===== config.mk =====
export PLATFORM = sky130hd
export DESIGN_NAME = bscan_dual_cell
export DESIGN_NICKNAME = d
export VERILOG_FILES = /design/src/rtl/bscan_pkg.sv /design/src/rtl/bscan_update_bank.sv /design/src/rtl/bscan_chain.sv /design/src/rtl/bscan_pin_mux.sv /design/src/rtl/bscan_dual_cell.sv
export SDC_FILE = /design/constraint.sdc
export NUM_CORES = 1
export LEC_CHECK = 0
export BUFFER_PORTS_ARGS = -buffer_cell sky130_fd_sc_hd__buf_2
export CAP_MARGIN = 20
export CORE_UTILIZATION = 51
export CTS_BUF_LIST = sky130_fd_sc_hd__clkbuf_8
export CTS_CLUSTER_SIZE = 30
export DETAILED_ROUTE_END_ITERATION = 10
export GPL_TIMING_DRIVEN = 0
export PLACE_DENSITY = 0.79
export RECOVER_POWER = 50
export SETUP_SLACK_MARGIN = 0.5
export SLEW_MARGIN = 20
export SYNTH_ARGS = -nofsm -noshare
export SYNTH_HDL_FRONTEND = slang
export SYNTH_SLANG_ARGS = --single-unit

===== constraint.sdc =====
create_clock -name tck -period 1.3 [get_ports tck]
set_input_delay 0.13 -clock tck [delete_from_list [all_inputs] [get_ports tck]]
set_output_delay 0.13 -clock tck [all_outputs]
set_load 0.01 [all_outputs]

===== src/rtl/bscan_pkg.sv =====
`timescale 1ns/1ps
package bscan_pkg;
  typedef enum logic [2:0] {
    OP_FUNC    = 3'd0,
    OP_SNAP    = 3'd1,
    OP_DRIVE   = 3'd2,
    OP_LOOPCHK = 3'd3,
    OP_SIG     = 3'd4,
    OP_GEN     = 3'd5,
    OP_SIGCNT  = 3'd6,
    OP_SPARE   = 3'd7
  } bs_op_e;

  // True when the boundary, not the transceiver, owns the pins.
  function automatic logic is_test_op(input bs_op_e op);
    return !(op == OP_FUNC || op == OP_SNAP);
  endfunction

  // True when the B pins are fed live from the chain's upper half.
  function automatic logic b_from_chain(input bs_op_e op);
    return (op == OP_GEN || op == OP_SIGCNT);
  endfunction
endpackage


===== src/rtl/bscan_update_bank.sv =====
`timescale 1ns/1ps
module bscan_update_bank #(
  parameter int N = 16
) (
  input  logic         clk,
  input  logic         rst_n,
  input  logic         load,
  input  logic [N-1:0] d,
  output logic [N-1:0] q
);
  for (genvar i = 0; i < N; i++) begin : g_latch
    always_ff @(posedge clk or negedge rst_n) begin
      if (!rst_n)    q[i] <= 1'b0;
      else if (load) q[i] <= d[i];
    end
  end
endmodule


===== src/rtl/bscan_chain.sv =====
`timescale 1ns/1ps
module bscan_chain
  import bscan_pkg::*;
#(
  parameter int           W    = 8,
  parameter logic [W-1:0] POLY = 'hB8,
  localparam int          N    = 2 * W
) (
  input  logic         clk,
  input  logic         rst_n,
  input  bs_op_e       op,
  input  logic         cap,
  input  logic         shf,
  input  logic         run,
  input  logic         tdi,
  input  logic [W-1:0] a_pin,
  input  logic [W-1:0] b_pin,
  input  logic [N-1:0] upd_q,
  output logic [N-1:0] chain_q,
  output logic         run_step
);
  // Right-shifting Galois step; maximal length for a primitive POLY.
  function automatic logic [W-1:0] lfsr_step(input logic [W-1:0] s);
    return (s >> 1) ^ (s[0] ? POLY : '0);
  endfunction

  function automatic logic [W-1:0] misr_step(input logic [W-1:0] s,
                                             input logic [W-1:0] d);
    return lfsr_step(s) ^ d;
  endfunction

  function automatic logic [W-1:0] count_step(input logic [W-1:0] s);
    return s + W'(1);
  endfunction

  logic [W-1:0] half_a, half_b;
  logic [N-1:0] chain_d;

  assign half_a   = chain_q[W-1:0];
  assign half_b   = chain_q[N-1:W];
  assign run_step = run && !shf && !cap;

  always_comb begin
    chain_d = chain_q;
    if (shf) begin
      chain_d = {tdi, chain_q[N-1:1]};
    end else if (cap) begin
      chain_d = (op == OP_LOOPCHK) ? upd_q : {b_pin, a_pin};
    end else if (run) begin
      unique case (op)
        OP_SIG:    chain_d = {half_b, misr_step(half_a, a_pin)};
        OP_GEN:    chain_d = {lfsr_step(half_b), half_a};
        OP_SIGCNT: chain_d = {count_step(half_b), misr_step(half_a, a_pin)};
        default:   chain_d = chain_q;
      endcase
    end
  end

  always_ff @(posedge clk or negedge rst_n) begin
    if (!rst_n) chain_q <= '0;
    else        chain_q <= chain_d;
  end
endmodule


===== src/rtl/bscan_pin_mux.sv =====
`timescale 1ns/1ps
module bscan_pin_mux
  import bscan_pkg::*;
#(
  parameter int  W = 8,
  localparam int N = 2 * W
) (
  input  bs_op_e       op,
  input  logic [W-1:0] core_a,
  input  logic [W-1:0] core_b,
  input  logic [N-1:0] upd_q,
  input  logic [W-1:0] chain_b,
  output logic [W-1:0] a_out,
  output logic [W-1:0] b_out
);
  always_comb begin
    if (!is_test_op(op)) begin
      a_out = core_a;
      b_out = core_b;
    end else begin
      a_out = upd_q[W-1:0];
      b_out = b_from_chain(op) ? chain_b : upd_q[N-1:W];
    end
  end
endmodule


===== src/rtl/bscan_dual_cell.sv =====
`timescale 1ns/1ps
module bscan_dual_cell
  import bscan_pkg::*;
#(
  parameter int           W    = 8,
  parameter logic [W-1:0] POLY = 'hB8
) (
  input  logic         tck,
  input  logic         rst_n,
  input  logic [2:0]   op_code,
  input  logic         cap_en,
  input  logic         shf_en,
  input  logic         upd_en,
  input  logic         run_en,
  input  logic         tdi,
  input  logic [W-1:0] a_pin,
  input  logic [W-1:0] b_pin,
  input  logic [W-1:0] core_a,
  input  logic [W-1:0] core_b,
  output logic [W-1:0] a_out,
  output logic [W-1:0] b_out,
  output logic         tdo
);
  localparam int N = 2 * W;

  bs_op_e       op;
  logic [N-1:0] chain_q;
  logic [N-1:0] upd_q;
  logic         run_step;

  assign op  = bs_op_e'(op_code);
  assign tdo = chain_q[0];

  bscan_chain #(.W(W), .POLY(POLY)) u_chain (
    .clk      (tck),
    .rst_n    (rst_n),
    .op       (op),
    .cap      (cap_en),
    .shf      (shf_en),
    .run      (run_en),
    .tdi      (tdi),
    .a_pin    (a_pin),
    .b_pin    (b_pin),
    .upd_q    (upd_q),
    .chain_q  (chain_q),
    .run_step (run_step)
  );

  bscan_update_bank #(.N(N)) u_upd (
    .clk   (tck),
    .rst_n (rst_n),
    .load  (upd_en),
    .d     (chain_q),
    .q     (upd_q)
  );

  bscan_pin_mux #(.W(W)) u_mux (
    .op      (op),
    .core_a  (core_a),
    .core_b  (core_b),
    .upd_q   (upd_q),
    .chain_b (chain_q[N-1:W]),
    .a_out   (a_out),
    .b_out   (b_out)
  );
endmodule


==> qor.log <==
INFO  yosys          synth-seq-area-share=31.4%
INFO  clock_tree     cts.sink_count=32
INFO  routing        finalWirelength=10300um
INFO  clock_tree     tritoncts=done
INFO  timing         worst_pin_slew=880ps
INFO  clock_tree     root_buffer=sky130_fd_sc_hd__clkbuf_8
INFO  finish         fillerInstances=241
INFO  setup_path     timing.critical_path.required=1170ps
INFO  yosys          cell_types_occupying_the_most_area_after_synthesis=sky130_fd_sc_hd__dfrtp_1, sky130_fd_sc_hd__mux2_2, sky130_fd_sc_hd__mux2i_1
INFO  timing         timing.final.setup_violations=18
INFO  placement      dp.final_hpwl=5140um
INFO  finish         fin_nets=423
INFO  floorplan      fp.coreArea=4750um^2
INFO  yosys          synthesized_netlist_net_count=322
INFO  power_and_ir_drop p_int=3.08mW
INFO  floorplan      fp.dieArea=5280um^2
INFO  finish         final_cell_count_no_fill=448
INFO  global_route   grt_util_all_layers=32.4%
INFO  finish         syn2layout_area_growth=55.8%
INFO  floorplan      placementRows=25
INFO  timing         timing_max_transition_violations_final=0
INFO  power_and_ir_drop totalPowerFinal=4.71mW
INFO  timing         post_route_setup_tns=-2570ps
INFO  floorplan      die_y=72.7um
INFO  setup_path     setup.reg_to_reg.worst_slack=-240ps
INFO  setup_path     critical_path_class=reg -> out
INFO  power_and_ir_drop combPwrFrac=46.2%
INFO  power_and_ir_drop clkPwrFrac=23.5%
INFO  global_route   grt_overflow_total=0
INFO  power_and_ir_drop power.net_switching=1.63mW
INFO  worst_hold_path worst_hold_check_path_type=in -> async
INFO  timing         final_period_minus_worst_setup_slack=1590ps
INFO  clock_tree     clkTransAtPathRegs=80ps
INFO  finish         drive_gt1_share=54.3%
INFO  routing        drt-initial-drc-count=393
INFO  timing         maximum_frequency_from_static_timing_analysis=0.628GHz
INFO  clock_tree     largest_buffer_count_on_any_clock_path=2
INFO  placement      port-buffer-count=55
INFO  global_route   number_of_global_route_vias_before_repair=2561
INFO  clock_tree     cts-buffers-inserted=5
INFO  setup_path     path_max_fanout=7
INFO  routing        route.antenna.remaining_nets=0
INFO  timing         rsz0062_at_grt=true
INFO  global_route   grt_max_degree=33
INFO  floorplan      ios=59
INFO  timing         finalCritPeriodShare=122%
INFO  finish         antenna_cells_inserted=0
INFO  timing         fin_skew=10.4ps
INFO  timing         holdWs=-60.9ps
INFO  power_and_ir_drop p_per_area=1190nW/um^2
INFO  routing        via_count=2947
INFO  yosys          synthesized_netlist_cell_count=279
INFO  timing         max-slew-margin-rel=41.4%
INFO  floorplan      die-width=72.7um
INFO  floorplan      initial_utilization=53.6%
INFO  setup_path     critPathCaptureType=primary output
INFO  power_and_ir_drop netSwitchingFraction=34.6%
INFO  routing        post_drt_wl_per_cell=23.0um
INFO  setup_path     arrival=1460ps
INFO  global_route   grt_first_pass_wirelength=13000um
INFO  placement      placedInstanceArea=3090um^2
INFO  finish         seqCellArea=806um^2
INFO  timing         final.setup.worst_slack=-292ps
INFO  routing        drt-pass1-iter-count=6
INFO  clock_tree     clk_latency=290ps
INFO  yosys          yosys.cell_types.count=45
INFO  run            total_of_max_cap_violations=0
INFO  power_and_ir_drop vdd_drop_max=0.775mV
INFO  yosys          yosysWarningCount=0
INFO  placement      place_congestion=0.933
INFO  outcome        run_status=finished with violations
INFO  power_and_ir_drop power.sequential.fraction=30.4%
INFO  yosys          synth_largest_area_cell=sky130_fd_sc_hd__dfrtp_1
INFO  placement      place_worst_setup_slack=-390ps
INFO  outcome        violations=negative hold slack, negative setup slack
INFO  placement      placed_cells=401
INFO  yosys          synth_area_per_cell=9.14um^2
INFO  finish         postLayoutCoreUtil=83.5%
INFO  finish         area_used_by_multi_input_combinational_logic=1910um^2
INFO  routing        vias_per_cell=6.58
INFO  global_route   antenna_violations_before_repair=0
INFO  yosys          postSynthRegisterBits=32
INFO  routing        drc_errors=0
INFO  finish         final_design_area_no_fill=3970um^2
INFO  yosys          post-synth-top-area-fraction=31.4%
INFO  clock_tree     h_tree_level_count=2
INFO  timing         final-hold-violation-count=32
INFO  setup_path     timing.critical_path.from_type=flip-flop
INFO  yosys          syn_area=2550um^2
INFO  power_and_ir_drop p_leak=1.85nW
repair_timing:
action | in CTS | in global routing
hold endpoints to repair | 32 | 32
resized for setup | 61 | 46
buffers inserted | 30 | 8
pin swaps | 21 | 17
cloned | 1 | 0
endpoints found under the setup margin | 46 | 48
cell usage in the layout (no fill, tap or decap), types with 5 or more instances in the layout:
cell type / instances
sky130_fd_sc_hd__a21oi_1: 20
sky130_fd_sc_hd__a21oi_2: 6
sky130_fd_sc_hd__buf_2: 46
sky130_fd_sc_hd__buf_4: 17
sky130_fd_sc_hd__buf_6: 35
sky130_fd_sc_hd__buf_8: 5
sky130_fd_sc_hd__clkbuf_2: 8
sky130_fd_sc_hd__clkbuf_8: 8
sky130_fd_sc_hd__dfrtp_1: 28
sky130_fd_sc_hd__inv_1: 5
sky130_fd_sc_hd__mux2_4: 32
sky130_fd_sc_hd__mux2i_1: 12
sky130_fd_sc_hd__nand2_1: 13
sky130_fd_sc_hd__nand2b_4: 5
sky130_fd_sc_hd__nor2_1: 15
sky130_fd_sc_hd__o21a_1: 9
sky130_fd_sc_hd__o221ai_1: 8
sky130_fd_sc_hd__o22ai_1: 13
sky130_fd_sc_hd__xnor2_1: 9
critical path, cell delays in order, from the launching register on:
cell	delay [ps]
sky130_fd_sc_hd__dfrtp_1	410
sky130_fd_sc_hd__buf_8	150
sky130_fd_sc_hd__o221ai_1	230
sky130_fd_sc_hd__o21a_1	180
sky130_fd_sc_hd__a21oi_1	50
sky130_fd_sc_hd__buf_2	150
cell type report:
class	count	area share [%]
multi-input cells	211	48.0
inverters	8	0.819
flip-flops and latches	32	20.3
repair buffers	94	18.7
clock inverters	1	0.756
plain buffers	28	6.87
well taps	67	2.11
clock buffers	7	2.43
cell usage after synthesis (all sizes together):
master  number
a211oi       3
a21boi       1
a21o         1
a21oi       27
a221oi       2
a222oi       1
a22oi        4
a311oi       1
a31oi        4
a32oi        4
and3         1
and4         1
buf         12
clkbuf      16
dfrtp       32
ha           1
inv          8
mux2        33
mux2i       15
nand2       16
nand2b       7
nand3        2
nand3b       1
nand4        2
nor2        17
nor2b        5
nor3         1
o211ai       2
o21a         9
o21ai        7
o221ai      12
o22ai       14
o41ai        1
or2          1
xnor2       11
xor2         4
per-layer routing:
| metal | vias up | global-route usage [%] | part of all wire [%] |
|---|---|---|---|
| li1 | 1239 | - | - |
| met1 | 1409 | 43.2 | 38 |
| met2 | 226 | 53.7 | 48 |
| met3 | 73 | 5.39 | 8.3 |
| met4 | 0 | 10.5 | 6.1 |
| met5 | - | 0 | 0 |
path summary, 6_finish.rpt:
kind,start,cells past startpoint,to
hold reg to reg,u_upd.q[7],1,u_upd.q[7]
max in group asynchronous,rst_n,1,u_chain.chain_q[15]
hold / removal,rst_n,1,u_chain.chain_q[7]
min in group tck,upd_en,2,u_upd.q[11]
setup reg to reg,u_upd.q[8],3,u_chain.chain_q[8]
setup / recovery,u_chain.chain_q[13],5,b_out[5]
kinds of logic (layout without fill, tap and decap cells):
family | Yosys count | after routing | share of synthesized area (%)
multiplexers | 48 | 48 | 20.9
XOR/XNOR | 15 | 15 | 5.15
AND/OR/NAND/NOR | 54 | 54 | 10.5
flip-flops | 32 | 32 | 31.4
adder cells (fa/ha/maj) | 1 | 1 | 0.491
AO/OA/AOI/OAI | 93 | 93 | 24.6
buffers and inverters | 36 | 138 | 6.87
sequential cells by signal, summed over array words and instances, names as in the netlist:
| signal | count |
|---|---|
| u_upd.q | 16 |
| u_chain.chain_q | 16 |
power groups by stage:
stage	clock [mW]	combinational, mW	sequential, mW
after CTS	1.10	1.81	1.39
final	1.11	2.18	1.43
after detailed placement	0	1.36	1.41
after global placement	0	1.33	1.40
after floorplan	0	1.02	1.35
after global routing	1.15	2.27	1.44
No activity file was read; power rests on OpenSTA's default activity.
